`config.mk`:
```
export PLATFORM = sky130hd
export DESIGN_NAME = dram_rd_seq
export DESIGN_NICKNAME = d
export VERILOG_FILES = /design/src/rtl/dram_rd_pkg.sv /design/src/rtl/dram_rd_age.sv /design/src/rtl/dram_rd_capture.sv /design/src/rtl/dram_rd_seq.sv
export SDC_FILE = /design/constraint.sdc
export NUM_CORES = 1
export LEC_CHECK = 0
export BUFFER_PORTS_ARGS = -buffer_cell sky130_fd_sc_hd__clkbuf_2
export CELL_PAD_IN_SITES_DETAIL_PLACEMENT = 1
export CELL_PAD_IN_SITES_GLOBAL_PLACEMENT = 2
export CORE_AREA = 2 2 98 100
export CTS_CLUSTER_SIZE = 12
export DETAILED_ROUTE_END_ITERATION = 7
export DIE_AREA = 0 0 100 102
export GPL_ROUTABILITY_DRIVEN = 0
export PLACE_DENSITY = 0.88
export SLEW_MARGIN = 20
export SYNTH_ARGS = -nofsm -noshare
export SYNTH_HDL_FRONTEND = slang
export SYNTH_SLANG_ARGS = --single-unit
```
`constraint.sdc`:
```
create_clock -name clk -period 2.1 [get_ports clk]
set_input_delay 0.21 -clock clk [delete_from_list [all_inputs] [get_ports clk]]
set_output_delay 0.21 -clock clk [all_outputs]
set_load 0.01 [all_outputs]
```
`src/rtl/dram_rd_pkg.sv`:
```
package dram_rd_pkg;

  typedef enum logic [2:0] {
    ST_IDLE,
    ST_ROW_OPEN,
    ST_COL_STROBE,
    ST_CAPTURE,
    ST_PRECHARGE
  } rd_state_e;

  localparam int TMR_ROW = 0;
  localparam int TMR_COL = 1;
  localparam int TMR_NUM = 2;

  function automatic int max_of(input int a, input int b);
    return (a > b) ? a : b;
  endfunction

endpackage

```
`src/rtl/dram_rd_age.sv`:
```
module dram_rd_age #(
  parameter int LIMIT = 11,
  parameter int W     = 4
) (
  input  logic         clk,
  input  logic         rst_n,
  input  logic         start,
  output logic [W-1:0] age
);
  localparam logic [W-1:0] TOP = W'(LIMIT);

  // cycles since the strobe fell, saturating so old events read as satisfied
  always_ff @(posedge clk) begin
    if (!rst_n)          age <= TOP;
    else if (start)      age <= W'(1);
    else if (age < TOP)  age <= age + W'(1);
  end
endmodule

```
`src/rtl/dram_rd_capture.sv`:
```
module dram_rd_capture #(
  parameter int DATA_W = 16
) (
  input  logic              clk,
  input  logic              rst_n,
  input  logic              take,
  input  logic [DATA_W-1:0] dq,
  output logic              rsp_valid,
  output logic [DATA_W-1:0] rsp_data
);
  always_ff @(posedge clk) begin
    if (!rst_n) begin
      rsp_valid <= 1'b0;
      rsp_data  <= '0;
    end else begin
      rsp_valid <= take;
      if (take) rsp_data <= dq;
    end
  end
endmodule

```
`src/rtl/dram_rd_seq.sv`:
```
module dram_rd_seq #(
  parameter int ROW_W  = 8,
  parameter int COL_W  = 8,
  parameter int DATA_W = 16,
  parameter int T_RAC  = 6,
  parameter int T_RC   = 11,
  parameter int T_CAC  = 2,
  parameter int T_PC   = 4,
  localparam int DA_W  = (ROW_W > COL_W) ? ROW_W : COL_W
) (
  input  logic                   clk,
  input  logic                   rst_n,
  input  logic                   req_valid,
  output logic                   req_ready,
  input  logic [ROW_W+COL_W-1:0] req_addr,
  output logic                   rsp_valid,
  output logic [DATA_W-1:0]      rsp_data,
  output logic                   ras_n,
  output logic                   cas_n,
  output logic                   oe_n,
  output logic [DA_W-1:0]        dram_addr,
  input  logic [DATA_W-1:0]      dram_dq
);
  import dram_rd_pkg::*;

  localparam int AGE_LIM = max_of(max_of(T_RAC, T_RC), max_of(T_CAC, T_PC));
  localparam int AGE_W   = $clog2(AGE_LIM + 1);

  rd_state_e        state, st_nx;
  logic [ROW_W-1:0] row_q, row_nx, open_row, open_nx;
  logic [COL_W-1:0] col_q, col_nx;
  logic             pend, pend_nx;
  logic             ras_r, ras_nx, cas_r, cas_nx, oe_r, oe_nx;
  logic [DA_W-1:0]  addr_r, addr_nx;
  logic [TMR_NUM-1:0] age_start;
  logic [AGE_W-1:0] age_q [TMR_NUM];
  logic             take;

  logic [ROW_W-1:0] req_row;
  logic [COL_W-1:0] req_col;
  assign req_row = req_addr[ROW_W+COL_W-1:COL_W];
  assign req_col = req_addr[COL_W-1:0];

  // one age timer per strobe
  for (genvar g = 0; g < TMR_NUM; g++) begin : g_age
    dram_rd_age #(.LIMIT(AGE_LIM), .W(AGE_W)) u_age (
      .clk   (clk),
      .rst_n (rst_n),
      .start (age_start[g]),
      .age   (age_q[g])
    );
  end

  logic rc_ok, rac_ok, cac_ok, pc_ok;
  assign rc_ok  = age_q[TMR_ROW] >= AGE_W'(T_RC);
  assign rac_ok = age_q[TMR_ROW] >= AGE_W'(T_RAC);
  assign cac_ok = age_q[TMR_COL] >= AGE_W'(T_CAC);
  assign pc_ok  = age_q[TMR_COL] >= AGE_W'(T_PC);

  always_comb begin
    unique case (state)
      ST_IDLE:     req_ready = rc_ok;
      ST_ROW_OPEN: req_ready = !pend && pc_ok;
      default:     req_ready = 1'b0;
    endcase
  end

  logic accept;
  assign accept = req_valid && req_ready;

  always_comb begin
    st_nx     = state;
    row_nx    = row_q;
    col_nx    = col_q;
    open_nx   = open_row;
    pend_nx   = pend;
    ras_nx    = ras_r;
    cas_nx    = cas_r;
    oe_nx     = oe_r;
    addr_nx   = addr_r;
    age_start = '0;
    take      = 1'b0;
    unique case (state)
      ST_IDLE: begin
        if (accept) begin
          row_nx  = req_row;
          col_nx  = req_col;
          open_nx = req_row;
          addr_nx = DA_W'(req_row);
          ras_nx  = 1'b0;
          pend_nx = 1'b1;
          age_start[TMR_ROW] = 1'b1;
          st_nx   = ST_ROW_OPEN;
        end
      end
      ST_ROW_OPEN: begin
        if (pend) begin
          addr_nx = DA_W'(col_q);
          oe_nx   = 1'b0;
          pend_nx = 1'b0;
          st_nx   = ST_COL_STROBE;
        end else if (accept) begin
          col_nx = req_col;
          if (req_row == open_row) begin
            addr_nx = DA_W'(req_col);
            oe_nx   = 1'b0;
            st_nx   = ST_COL_STROBE;
          end else begin
            row_nx = req_row;
            ras_nx = 1'b1;
            st_nx  = ST_PRECHARGE;
          end
        end
      end
      ST_COL_STROBE: begin
        if (pc_ok) begin
          cas_nx = 1'b0;
          age_start[TMR_COL] = 1'b1;
          st_nx  = ST_CAPTURE;
        end
      end
      ST_CAPTURE: begin
        if (rac_ok && cac_ok) begin
          take   = 1'b1;
          cas_nx = 1'b1;
          oe_nx  = 1'b1;
          st_nx  = ST_ROW_OPEN;
        end
      end
      ST_PRECHARGE: begin
        if (rc_ok) begin
          ras_nx  = 1'b0;
          addr_nx = DA_W'(row_q);
          open_nx = row_q;
          pend_nx = 1'b1;
          age_start[TMR_ROW] = 1'b1;
          st_nx   = ST_ROW_OPEN;
        end
      end
      default: st_nx = ST_IDLE;
    endcase
  end

  always_ff @(posedge clk) begin
    if (!rst_n) begin
      state    <= ST_IDLE;
      row_q    <= '0;
      col_q    <= '0;
      open_row <= '0;
      pend     <= 1'b0;
      ras_r    <= 1'b1;
      cas_r    <= 1'b1;
      oe_r     <= 1'b1;
      addr_r   <= '0;
    end else begin
      state    <= st_nx;
      row_q    <= row_nx;
      col_q    <= col_nx;
      open_row <= open_nx;
      pend     <= pend_nx;
      ras_r    <= ras_nx;
      cas_r    <= cas_nx;
      oe_r     <= oe_nx;
      addr_r   <= addr_nx;
    end
  end

  assign ras_n     = ras_r;
  assign cas_n     = cas_r;
  assign oe_n      = oe_r;
  assign dram_addr = addr_r;

  dram_rd_capture #(.DATA_W(DATA_W)) u_cap (
    .clk       (clk),
    .rst_n     (rst_n),
    .take      (take),
    .dq        (dram_dq),
    .rsp_valid (rsp_valid),
    .rsp_data  (rsp_data)
  );
endmodule

```
==> results of run 1 <==
[where the power goes]
group          internal (W)  switching, W  total (W)
Sequential          0.00151      0.000226    0.00174
Combinational      0.000780      0.000957    0.00174
Clock              0.000471      0.000433   0.000905
Total               0.00277       0.00162    0.00438
[cells in the final DEF, fill, tap and decap left out, types with 3 or more instances in the layout]
cell type   n
ha_1        4
a211oi_1    8
a31oi_1     3
dfxtp_1    64
xor2_1      8
clkbuf_8   11
nor2_1     44
o21ai_0    10
inv_1       5
clkbuf_2   63
nand2_1    41
and2_1      3
buf_4      10
mux2i_1    64
xnor2_1     3
[critical path, delay by kind of cell (launching register included)]
| kind | cells | cell delay [ns] |
|---|---|---|
| compound gates | 2 | 0.38 |
| flops | 1 | 0.35 |
| fa+ha+maj | 1 | 0.26 |
| simple gates | 1 | 0.19 |
| buf+inv | 1 | 0.13 |
[what timing repair did]
item	CTS	global route
resized for setup	0	1
endpoints found under the setup margin	0	2
setup buffers	0	0
[final timing paths]
kind	to	depth (start not counted)	slack (ns)	start
setup / recovery	req_ready	5	0.24	g_age[0].u_age.age[0]$_SDFFE_PP1N_
hold / removal	u_cap.rsp_data[14]$_SDFFE_PN0P_	3	0.11	dram_dq[14]
setup reg to reg	dram_addr[2]$_SDFFE_PN0P_	5	0.27	state[1]$_SDFFE_PN0P_
hold reg to reg	dram_addr[6]$_SDFFE_PN0P_	2	0.46	dram_addr[6]$_SDFFE_PN0P_
[cell type report]
cell class / instances / area (um2)
inverter: 6 / 22.5
tap: 111 / 139
timing repair buffer: 74 / 410
clock buffer: 12 / 155
clock inverter: 1 / 5.00
fill: 1094 / 5540
multi-input combinational: 223 / 1550
sequential: 64 / 1280
[kinds of logic after synthesis]
| kind of cell | after synthesis |
|---|---|
| buffers and inverters | 26 |
| muxes | 64 |
| xor gates and xnor gates | 11 |
| adders and majority gates | 4 |
| and+or+nand+nor | 105 |
| DFF | 64 |
| AOI/OAI and AO/OA | 39 |
[flip-flops by register name, indices dropped and copies added (netlist names)]
name	flops
u_cap.rsp_data	16
col_q	8
dram_addr	8
g_age.u_age.age	8
open_row	8
row_q	8
state	3
cas_n	1
oe_n	1
pend	1
ras_n	1
u_cap.rsp_valid	1
[layer usage]
layer | wire, um | track usage | up-vias
li1 | - | - | 1201
met1 | 3300 | 0.191 | 1158
met2 | 3750 | 0.270 | 31
met3 | 200 | 0.0301 | 14
met4 | 170 | 0.0769 | 0
met5 | 0 | 0 | -
[stage by stage]
step,power [W],area [um2]
5_1_grt,0.00473,3570
6_report,0.00438,3570
3_5_place_dp,0.00352,3400
2_1_floorplan,0.00305,2970
3_3_place_gp,0.00346,3400
4_1_cts,0.00445,3560
==> impl_results.md, run 1 <==
* Synth Flop Type: dfxtp_1
* Layout cells sized above 1 at 0.255
* Largest net degree at the start of global routing at 28
* Antenna fix cells at 0
* CP Launch Type: flip-flop
* Max Cap Viol at 0
* Combinational family with the most area after synthesis: multiplexers
* Hold Buf Count CTS at 0
* Detail Route Antenna Nets at 0
* Final Max Slew Viols at 0
* Final Cycle Share at 0.887
* Total power divided by cell area at 1230 nW/um2
* Leakage at 1.55 nW
* Slowest stage delay, CP at roughly 0.35 ns
* Post-route setup slack at 0.237 ns
* Global-route wire length before repair at 12.5 mm
* Ordered list of cells on the worst path: ha_1 -> o21ai_2 -> o22ai_2 -> and2_1 -> clkbuf_2
* Final net count at 417
* CTS HTree Levels at 3
* Finished Core Util at 0.391
* Tmin final at 1.86 ns
* GR Util All Layers at 0.158
* Die Y at 102 um
* Final Non-Filler Cells at just under 500
* CTS root buf: clkbuf_8
* CP Capture Type: output pin
* Post-synth top cells: dfxtp_1 (64), mux2i_1 (64), nor2_1 (44)
* Min Hold Slack at around 0.11 ns
* Synth Area in Simple Gates at 0.153
* Area share of the largest cell type after synthesis at 0.432
* Mean post-synth cell area at 9.48 um2
* Clk_lat worst skew at 0.34 ns
* Detailed Place HPWL at 5.59 mm
* Slowest-stage cell, CP: dfxtp_1
* Max Freq at around 540 MHz
* Remaining Overflow, GRT at 0
* Xor/xnor cell area share of the yosys netlist at 0.0325
* EDFF count, synth at 0
* Final Hold Viols at 0
* Port Buf Inserts at 63
* Routed vias/inst at 4.90
* Slew HR at 0.560
* Worst Path Max Fanout at 5
* Post-synthesis mux area share at 0.216
* Outcome: completed
* WP data required at 1.89 ns
* Top cells by area, synth: dfxtp_1 (43%), mux2i_1 (22%), nor2_1 (5.6%)
* DRT iter0 DRCs at 52
* CTS buffer count at 9
* YS warnings at 0
* Num Clock Sinks at 64
* Async S/R FF share, synth at 0
* Synth Area in Compound Gates at 0.101
* Final setup fails at 0
* RSZ-0062 raised after global routing: no
* # DRC at 0
* WS Path Type: reg2out
* Seq/Total Area, Yosys at 0.432
* Yosys reg bits at between 60 and 70
* HP Class: in2reg
* Worst-margin pin slew at 0.650 ns
* Wire per inst at 15.1 um
* Clock Skew at 0.00609 ns
* Maximum VDD drop at 0.462 mV
* Vias in the first global route at between 2000 and 3000
* Die Width at roughly 100 um
* DP Worst Slack at roughly 0.14 ns
* Via count at 2404
* DIE AREA at roughly 10000 um2
* 1st-pass router iterations at 4
* TritonCTS clock tree: done
* Crit path DAT at 1.65 ns
* Largest area contributor in the netlist: dfxtp_1
* Synth Area in Adders at 0.0169
* IO Pins at 64
* TNS Setup at 0 ns
* Clock buffer depth at 2
* Synth Instances at 313
* Core area at 9110 um2
* Mapped Nets at 352
* Placed Cells at approximately 480
* Netlist cell types at 44
* Final wirelength at about 7.4 mm
* Area grow syn2layout at 20.2%
* Initial antenna violation count at 0
* Row count at 35
* Synthesized cell area at between 2000 and 3000 um2
* Initial core utilization at 0.326
* Worst-path clk slew at ~0.060 ns
Power figures use the tool's default switching activity.
==> run 2, diff against run 1 <==
- CORE_AREA: 2 2 98 100 -> 2 2 97 99
- CTS_BUF_LIST: default -> sky130_fd_sc_hd__clkbuf_8
- DIE_AREA: 0 0 100 102 -> 0 0 99 101
- PLACE_DENSITY: 0.88 -> 0.9
==> impl_results.md, run 2 (synthesis gave the netlist of run 1 again) <==
* Final Max Slew Viols at 0 (unchanged)
* Layout cells sized above 1 at 0.260 (was 0.255)
* Outcome: completed (unchanged)
* Clk_lat worst skew at 0.34 ns (about the same)
* DRT iter0 DRCs at 28 (was 52)
* Final Hold Viols at 0 (unchanged)
* Total power divided by cell area at 1290 nW/um2 (was 1230 nW/um2)
* Maximum VDD drop at 0.600 mV (was 0.462 mV)
* Die Y at 101 um (was 102 um)
* Comb power frac at 0.368 (was 0.396)
* Clock Skew at 0.00902 ns (was 0.00609 ns)
* Leakage at 1.58 nW (was 1.55 nW)
* Multi-input logic area at 1550 um2 (unchanged)
* Largest register FFs at 16 (unchanged)
* Detailed Place HPWL at 5.21 mm (was 5.59 mm)
* Worst Path Max Fanout at 5 (unchanged)
* Worst-margin pin slew at 0.644 ns (was 0.650 ns)
* Final Cycle Share at 0.861 (was 0.887)
* Row count at 35 (unchanged)
* Remaining Overflow, GRT at 0 (unchanged)
* Max Freq at 553 MHz (was 537 MHz)
* Clock buffer depth at 2 (unchanged)
* Switch Pwr at 0.00166 W (was 0.00162 W)
* TritonCTS clock tree: done (unchanged)
* Antenna fix cells at 0 (unchanged)
* Core area at 8980 um2 (was 9110 um2)
* CTS HTree Levels at 3 (unchanged)
* DIE AREA at 10000 um2 (was 10200 um2)
* Post-route setup slack at 0.292 ns (was 0.237 ns)
* Vias in the first global route at 2451 (was 2565)
* Die Width at 99 um (was 100 um)
* WS Path Type: reg2out (unchanged)
* Final wirelength at 7.22 mm (was 7.42 mm)
* CP Capture Type: output pin (unchanged)
* Initial core utilization at 0.331 (was 0.326)
* RSZ-0062 raised after global routing: no (unchanged)
* Port Buf Inserts at 63 (unchanged)
* IO Pins at 64 (unchanged)
* Worst-path clk slew at 0.07 ns (was 0.06 ns)
* Internal at 0.00302 W (was 0.00277 W)
* TNS Setup at 0 ns (unchanged)
* CTS buffer count at 9 (unchanged)
* Max Cap Viol at 0 (unchanged)
* Slew HR at 0.564 (was 0.560)
* Crit path DAT at 1.60 ns (was 1.65 ns)
* CTS root buf: clkbuf_8 (unchanged)
* Largest net degree at the start of global routing at 43 (was 28)
* GR Util All Layers at 0.150 (was 0.158)
* Commonest non-fill, non-tap cells in the layout: mux2i_1 (64), dfxtp_1 (64), clkbuf_2 (63) (unchanged)
* Detail Route Antenna Nets at 0 (unchanged)
* Final setup fails at 0 (unchanged)
* Global-route wire length before repair at 11.9 mm (was 12.5 mm)
* Via count at 2392 (was 2404)
* Routed vias/inst at 4.86 (was 4.90)
* # Post-CTS Setup Buffers at 0 (unchanged)
* Initial antenna violation count at 0 (unchanged)
* Num Clock Sinks at 64 (unchanged)
* HP Class: in2reg (unchanged)
* FF+latch area at 1280 um2 (unchanged)
* FILL cells at 1071 (was 1094)
* Switching part of the total at 0.355 (was 0.369)
* Wire per inst at 14.7 um (was 15.1 um)
* Area grow syn2layout at 22.0% (was 20.2%)
* Tmin final at 1.81 ns (was 1.86 ns)
* # DRC at 0 (unchanged)
* Clock power share at 0.259 (was 0.206)
* CP Launch Type: flip-flop (unchanged)
* Flop pwr share at 0.373 (was 0.397)
* WP data required at 1.89 ns (about the same)
* Min Hold Slack at 0.102 ns (was 0.105 ns)
* Top reg by flops: u_cap.rsp_data (unchanged)
* 1st-pass router iterations at 4 (unchanged)
* DP Worst Slack at 0.255 ns (was 0.142 ns)
* Final net count at 415 (was 417)
## run 2: cell types whose count changed in the layout (fill, tap and decap cells not counted)
cell       delta
clkinv_2      +1
bufinv_16     +2
buf_4         -2
clkinv_4      +1
clkbuf_1      -1
## run 2: per-layer routing
metal / vias to the layer above / global-route usage / wire length [um]
met5: - / 0 / 0
met4: 0 / 0.0443 / 70
met3: 5 / 0.0437 / 282
met2: 41 / 0.258 / 3690
met1: 1152 / 0.182 / 3180
li1: 1194 / - / -
## run 2: per-stage QoR
stage,instances,util,area [um2],total power [W]
finish,492,0.403,3620,0.00468
detailed placement,476,0.377,3380,0.00351
CTS,492,0.403,3610,0.00473
global placement,476,0.377,3380,0.00345
global route,492,0.403,3620,0.00502
floorplan,313,-,2970,0.00305
## run 2: worst paths after layout
path / start / endpoint / slack [ns] / depth (start not counted)
worst min register to register: dram_addr[0]$_SDFFE_PN0P_ / dram_addr[0]$_SDFFE_PN0P_ / 0.47 / 2
worst max-delay path: g_age[0].u_age.age[0]$_SDFFE_PP1N_ / req_ready / 0.29 / 5
worst max register to register: state[2]$_SDFFE_PN0P_ / open_row[3]$_SDFFE_PN0P_ / 0.29 / 5
worst min-delay path: dram_dq[7] / u_cap.rsp_data[7]$_SDFFE_PN0P_ / 0.10 / 3
## run 2: worst max-delay path, cell delays in order, from the launching register on
cell and delay [ns]:
dfxtp_1 0.35, ha_1 0.25, o21ai_2 0.24, o22ai_2 0.11, and2_1 0.18, clkbuf_2 0.13
## run 2: power groups by stage
stage	clock network, W	registers (W)	logic (W)
6_report	0.00121	0.00175	0.00172
5_1_grt	0.00130	0.00179	0.00193
4_1_cts	0.00124	0.00175	0.00175
3_5_place_dp	0	0.00177	0.00174
3_3_place_gp	0	0.00175	0.00170
2_1_floorplan	0	0.00173	0.00132
## run 2: repair_timing
item,4_1_cts,5_1_grt
endpoints found under the setup margin,0,1
hold buffers,0,0
gates resized for setup,0,1
hold endpoints to repair,0,0
## run 2: area by class of cell
cell class                      instances  area share
Tap cell                              111      0.0384
Sequential cell                        64       0.354
Timing Repair Buffer                   72       0.109
Clock inverter                          5      0.0218
Clock buffer                           11      0.0418
Inverter                                6     0.00622
Multi-Input combinational cell        223       0.429
==> run 3, diff against run 2 <==
- CORE_AREA: 2 2 97 99 -> 2 2 115 84
- DIE_AREA: 0 0 99 101 -> 0 0 117 86
==> impl_results.md, run 3 (synthesis gave the netlist of run 1 again) <==
* Critical path's top delay family: compound AO/OA/AOI/OAI gates (was flip-flops)
* Ordered list of cells on the worst path: ha_1 -> o21ai_2 -> o22ai_2 -> nand3_1 -> a21oi_4 -> mux2i_1 (was ha_1 -> o21ai_2 -> o22ai_2 -> and2_1 -> clkbuf_2)
* TNS Setup at 0 ns (unchanged)
* Crit path DAT at 2.21 ns (was 1.60 ns)
* RSZ-0062 raised after global routing: no (unchanged)
* Tmin final at 1.94 ns (was 1.81 ns)
* Outcome: completed (unchanged)
* Crit path depth at 6 (was 5)
* Detail Route Antenna Nets at 0 (unchanged)
* Maximum VDD drop at 0.456 mV (was 0.600 mV)
* Via count at 2438 (was 2392)
* Worst-path clk slew at 0.07 ns (about the same)
* Largest register FFs at 16 (unchanged)
* Slowest stage delay, CP at 0.43 ns (was 0.35 ns)
* Die Y at 86 um (was 101 um)
* Critical path buffers and inverters at 0 (was 1)
* FILL cells at 1062 (was 1071)
* Leakage at 1.56 nW (was 1.58 nW)
* Final Cycle Share at 0.923 (was 0.861)
* Row count at 29 (was 35)
* Worst-margin pin slew at 0.584 ns (was 0.644 ns)
* Register-to-Register Path Depth at 6 (was 5)
* Remaining Overflow, GRT at 0 (unchanged)
* Clock Skew at 0.0117 ns (was 0.00902 ns)
* CTS buffer count at 9 (unchanged)
* Hold Buf Count CTS at 0 (unchanged)
* Initial core utilization at 0.334 (was 0.331)
* Switch Pwr at 0.00172 W (was 0.00166 W)
* CTS root buf: clkbuf_8 (unchanged)
* Clock power share at 0.207 (was 0.259)
* Multi-input logic area at 1550 um2 (about the same)
* Post-layout instance area at 3590 um2 (was 3620 um2)
* Dpl cell area at 3430 um2 (was 3380 um2)
* Layout cells sized above 1 at 0.258 (was 0.260)
* Port Buf Inserts at 63 (unchanged)
* Vias in the first global route at 2367 (was 2451)
* CP Launch Type: flip-flop (unchanged)
* WP data required at 2.37 ns (was 1.89 ns)
* TritonCTS clock tree: done (unchanged)
* Largest net degree at the start of global routing at 43 (unchanged)
* Flop pwr share at 0.395 (was 0.373)
* Slew HR at 0.605 (was 0.564)
* Final Max Slew Viols at 0 (unchanged)
* IO Pins at 64 (unchanged)
* Antenna fix cells at 0 (unchanged)
* DRT iter0 DRCs at 116 (was 28)
* Total power divided by cell area at 1230 nW/um2 (was 1290 nW/um2)
* Initial antenna violation count at 0 (unchanged)
* Routed vias/inst at 4.81 (was 4.86)
* Final setup fails at 0 (unchanged)
* Die Width at 117 um (was 99 um)
* CTS HTree Levels at 3 (unchanged)
* Commonest non-fill, non-tap cells in the layout: mux2i_1 (64), dfxtp_1 (64), clkbuf_2 (63) (unchanged)
* Clock buffer depth at 2 (unchanged)
* Slowest-stage cell, CP: dfxtp_1 (unchanged)
* CP Capture Type: flip-flop (was output pin)
* GR Util All Layers at 0.156 (was 0.150)
* Cell depth of the worst hold path at 3 (unchanged)
* Global-route wire length before repair at 12.1 mm (was 11.9 mm)
* Clk_lat worst skew at 0.35 ns (was 0.34 ns)
* Final net count at 417 (was 415)
* # Post-CTS Setup Buffers at 0 (unchanged)
* Internal at 0.00271 W (was 0.00302 W)
* 1st-pass router iterations at 4 (unchanged)
* DIE AREA at 10100 um2 (was 10000 um2)
* Core area at 8890 um2 (was 8980 um2)
* Final wirelength at 7.54 mm (was 7.22 mm)
* Switching part of the total at 0.387 (was 0.355)
* Final Hold Viols at 0 (unchanged)
* Comb power frac at 0.398 (was 0.368)
* WS Path Type: reg2reg (was reg2out)
* Area grow syn2layout at 21.0% (was 22.0%)
* Wire per inst at 14.9 um (was 14.7 um)
* Max Freq at 516 MHz (was 553 MHz)
* Max Cap Viol at 0 (unchanged)
* FF+latch area at 1280 um2 (unchanged)
* HP Class: in2reg (unchanged)
* Num Clock Sinks at 64 (unchanged)
* Worst Path Max Fanout at 8 (was 5)
* CTS resizes at 0 (unchanged)
* # DRC at 0 (unchanged)
* Top reg by flops: u_cap.rsp_data (unchanged)
* Detailed Place HPWL at 5.58 mm (was 5.21 mm)
-- run 3: cell count changes in the layout (fill, tap and decap cells not counted), sizes merged --
cell,delta
clkinv,+2
clkbuf,-2
clkinvlp,+1
bufinv,-2
inv,+1
buf,+2
-- run 3: worst register-to-register path: cells and delay by family (launching register included) --
family          cells  cell delay [ns]
mux                 1             0.26
fa+ha+maj           1             0.27
compound gates      3             0.71
flops               1             0.43
simple gates        1             0.19
-- run 3: power by group through the flow --
stage	registers (W)	logic [W]	clock network, W
CTS	0.00175	0.00179	0.000951
floorplan	0.00173	0.00132	0
global placement	0.00176	0.00172	0
global route	0.00179	0.00197	0.000999
detailed placement	0.00177	0.00178	0
finish	0.00175	0.00176	0.000916
-- run 3: routing by layer --
| metal | routed length, um | vias up | GRT usage |
|---|---|---|---|
| met2 | 3260 | 63 | 0.238 |
| met1 | 3790 | 1153 | 0.216 |
| met4 | 88 | 0 | 0.0417 |
| met5 | 0 | - | 0 |
| met3 | 398 | 10 | 0.0452 |
| li1 | - | 1212 | - |
-- run 3: worst paths after layout --
check / from / slack (ns) / to
setup reg to reg: g_age[0].u_age.age[1]$_SDFFE_PN1P_ / 0.16 / row_q[6]$_SDFFE_PN0P_
setup / recovery: g_age[0].u_age.age[1]$_SDFFE_PN1P_ / 0.16 / row_q[6]$_SDFFE_PN0P_
hold reg to reg: row_q[2]$_SDFFE_PN0P_ / 0.46 / row_q[2]$_SDFFE_PN0P_
hold / removal: dram_dq[6] / 0.1 / u_cap.rsp_data[6]$_SDFFE_PN0P_
-- run 3: final cells by class --
| class | count | area share |
|---|---|---|
| inverters | 6 | 0.00627 |
| clock buffers | 9 | 0.0345 |
| multi-input cells | 223 | 0.431 |
| repair buffers | 74 | 0.118 |
| flip-flops and latches | 64 | 0.357 |
| well taps | 124 | 0.0432 |
| clock inverters | 7 | 0.0111 |
-- run 3: metrics by stage --
step                      total power, W  worst slack [ns]  cells  utilization  hold WS (ns)
after floorplan                  0.00305             0.451    313            -         0.352
after global placement           0.00348             0.256    491        0.386         0.443
after detailed placement         0.00355             0.175    491        0.386         0.456
after CTS                        0.00449             0.146    507        0.404        0.0904
after global routing             0.00476           0.00986    507        0.404         0.106
final                            0.00443             0.163    507        0.404        0.0998
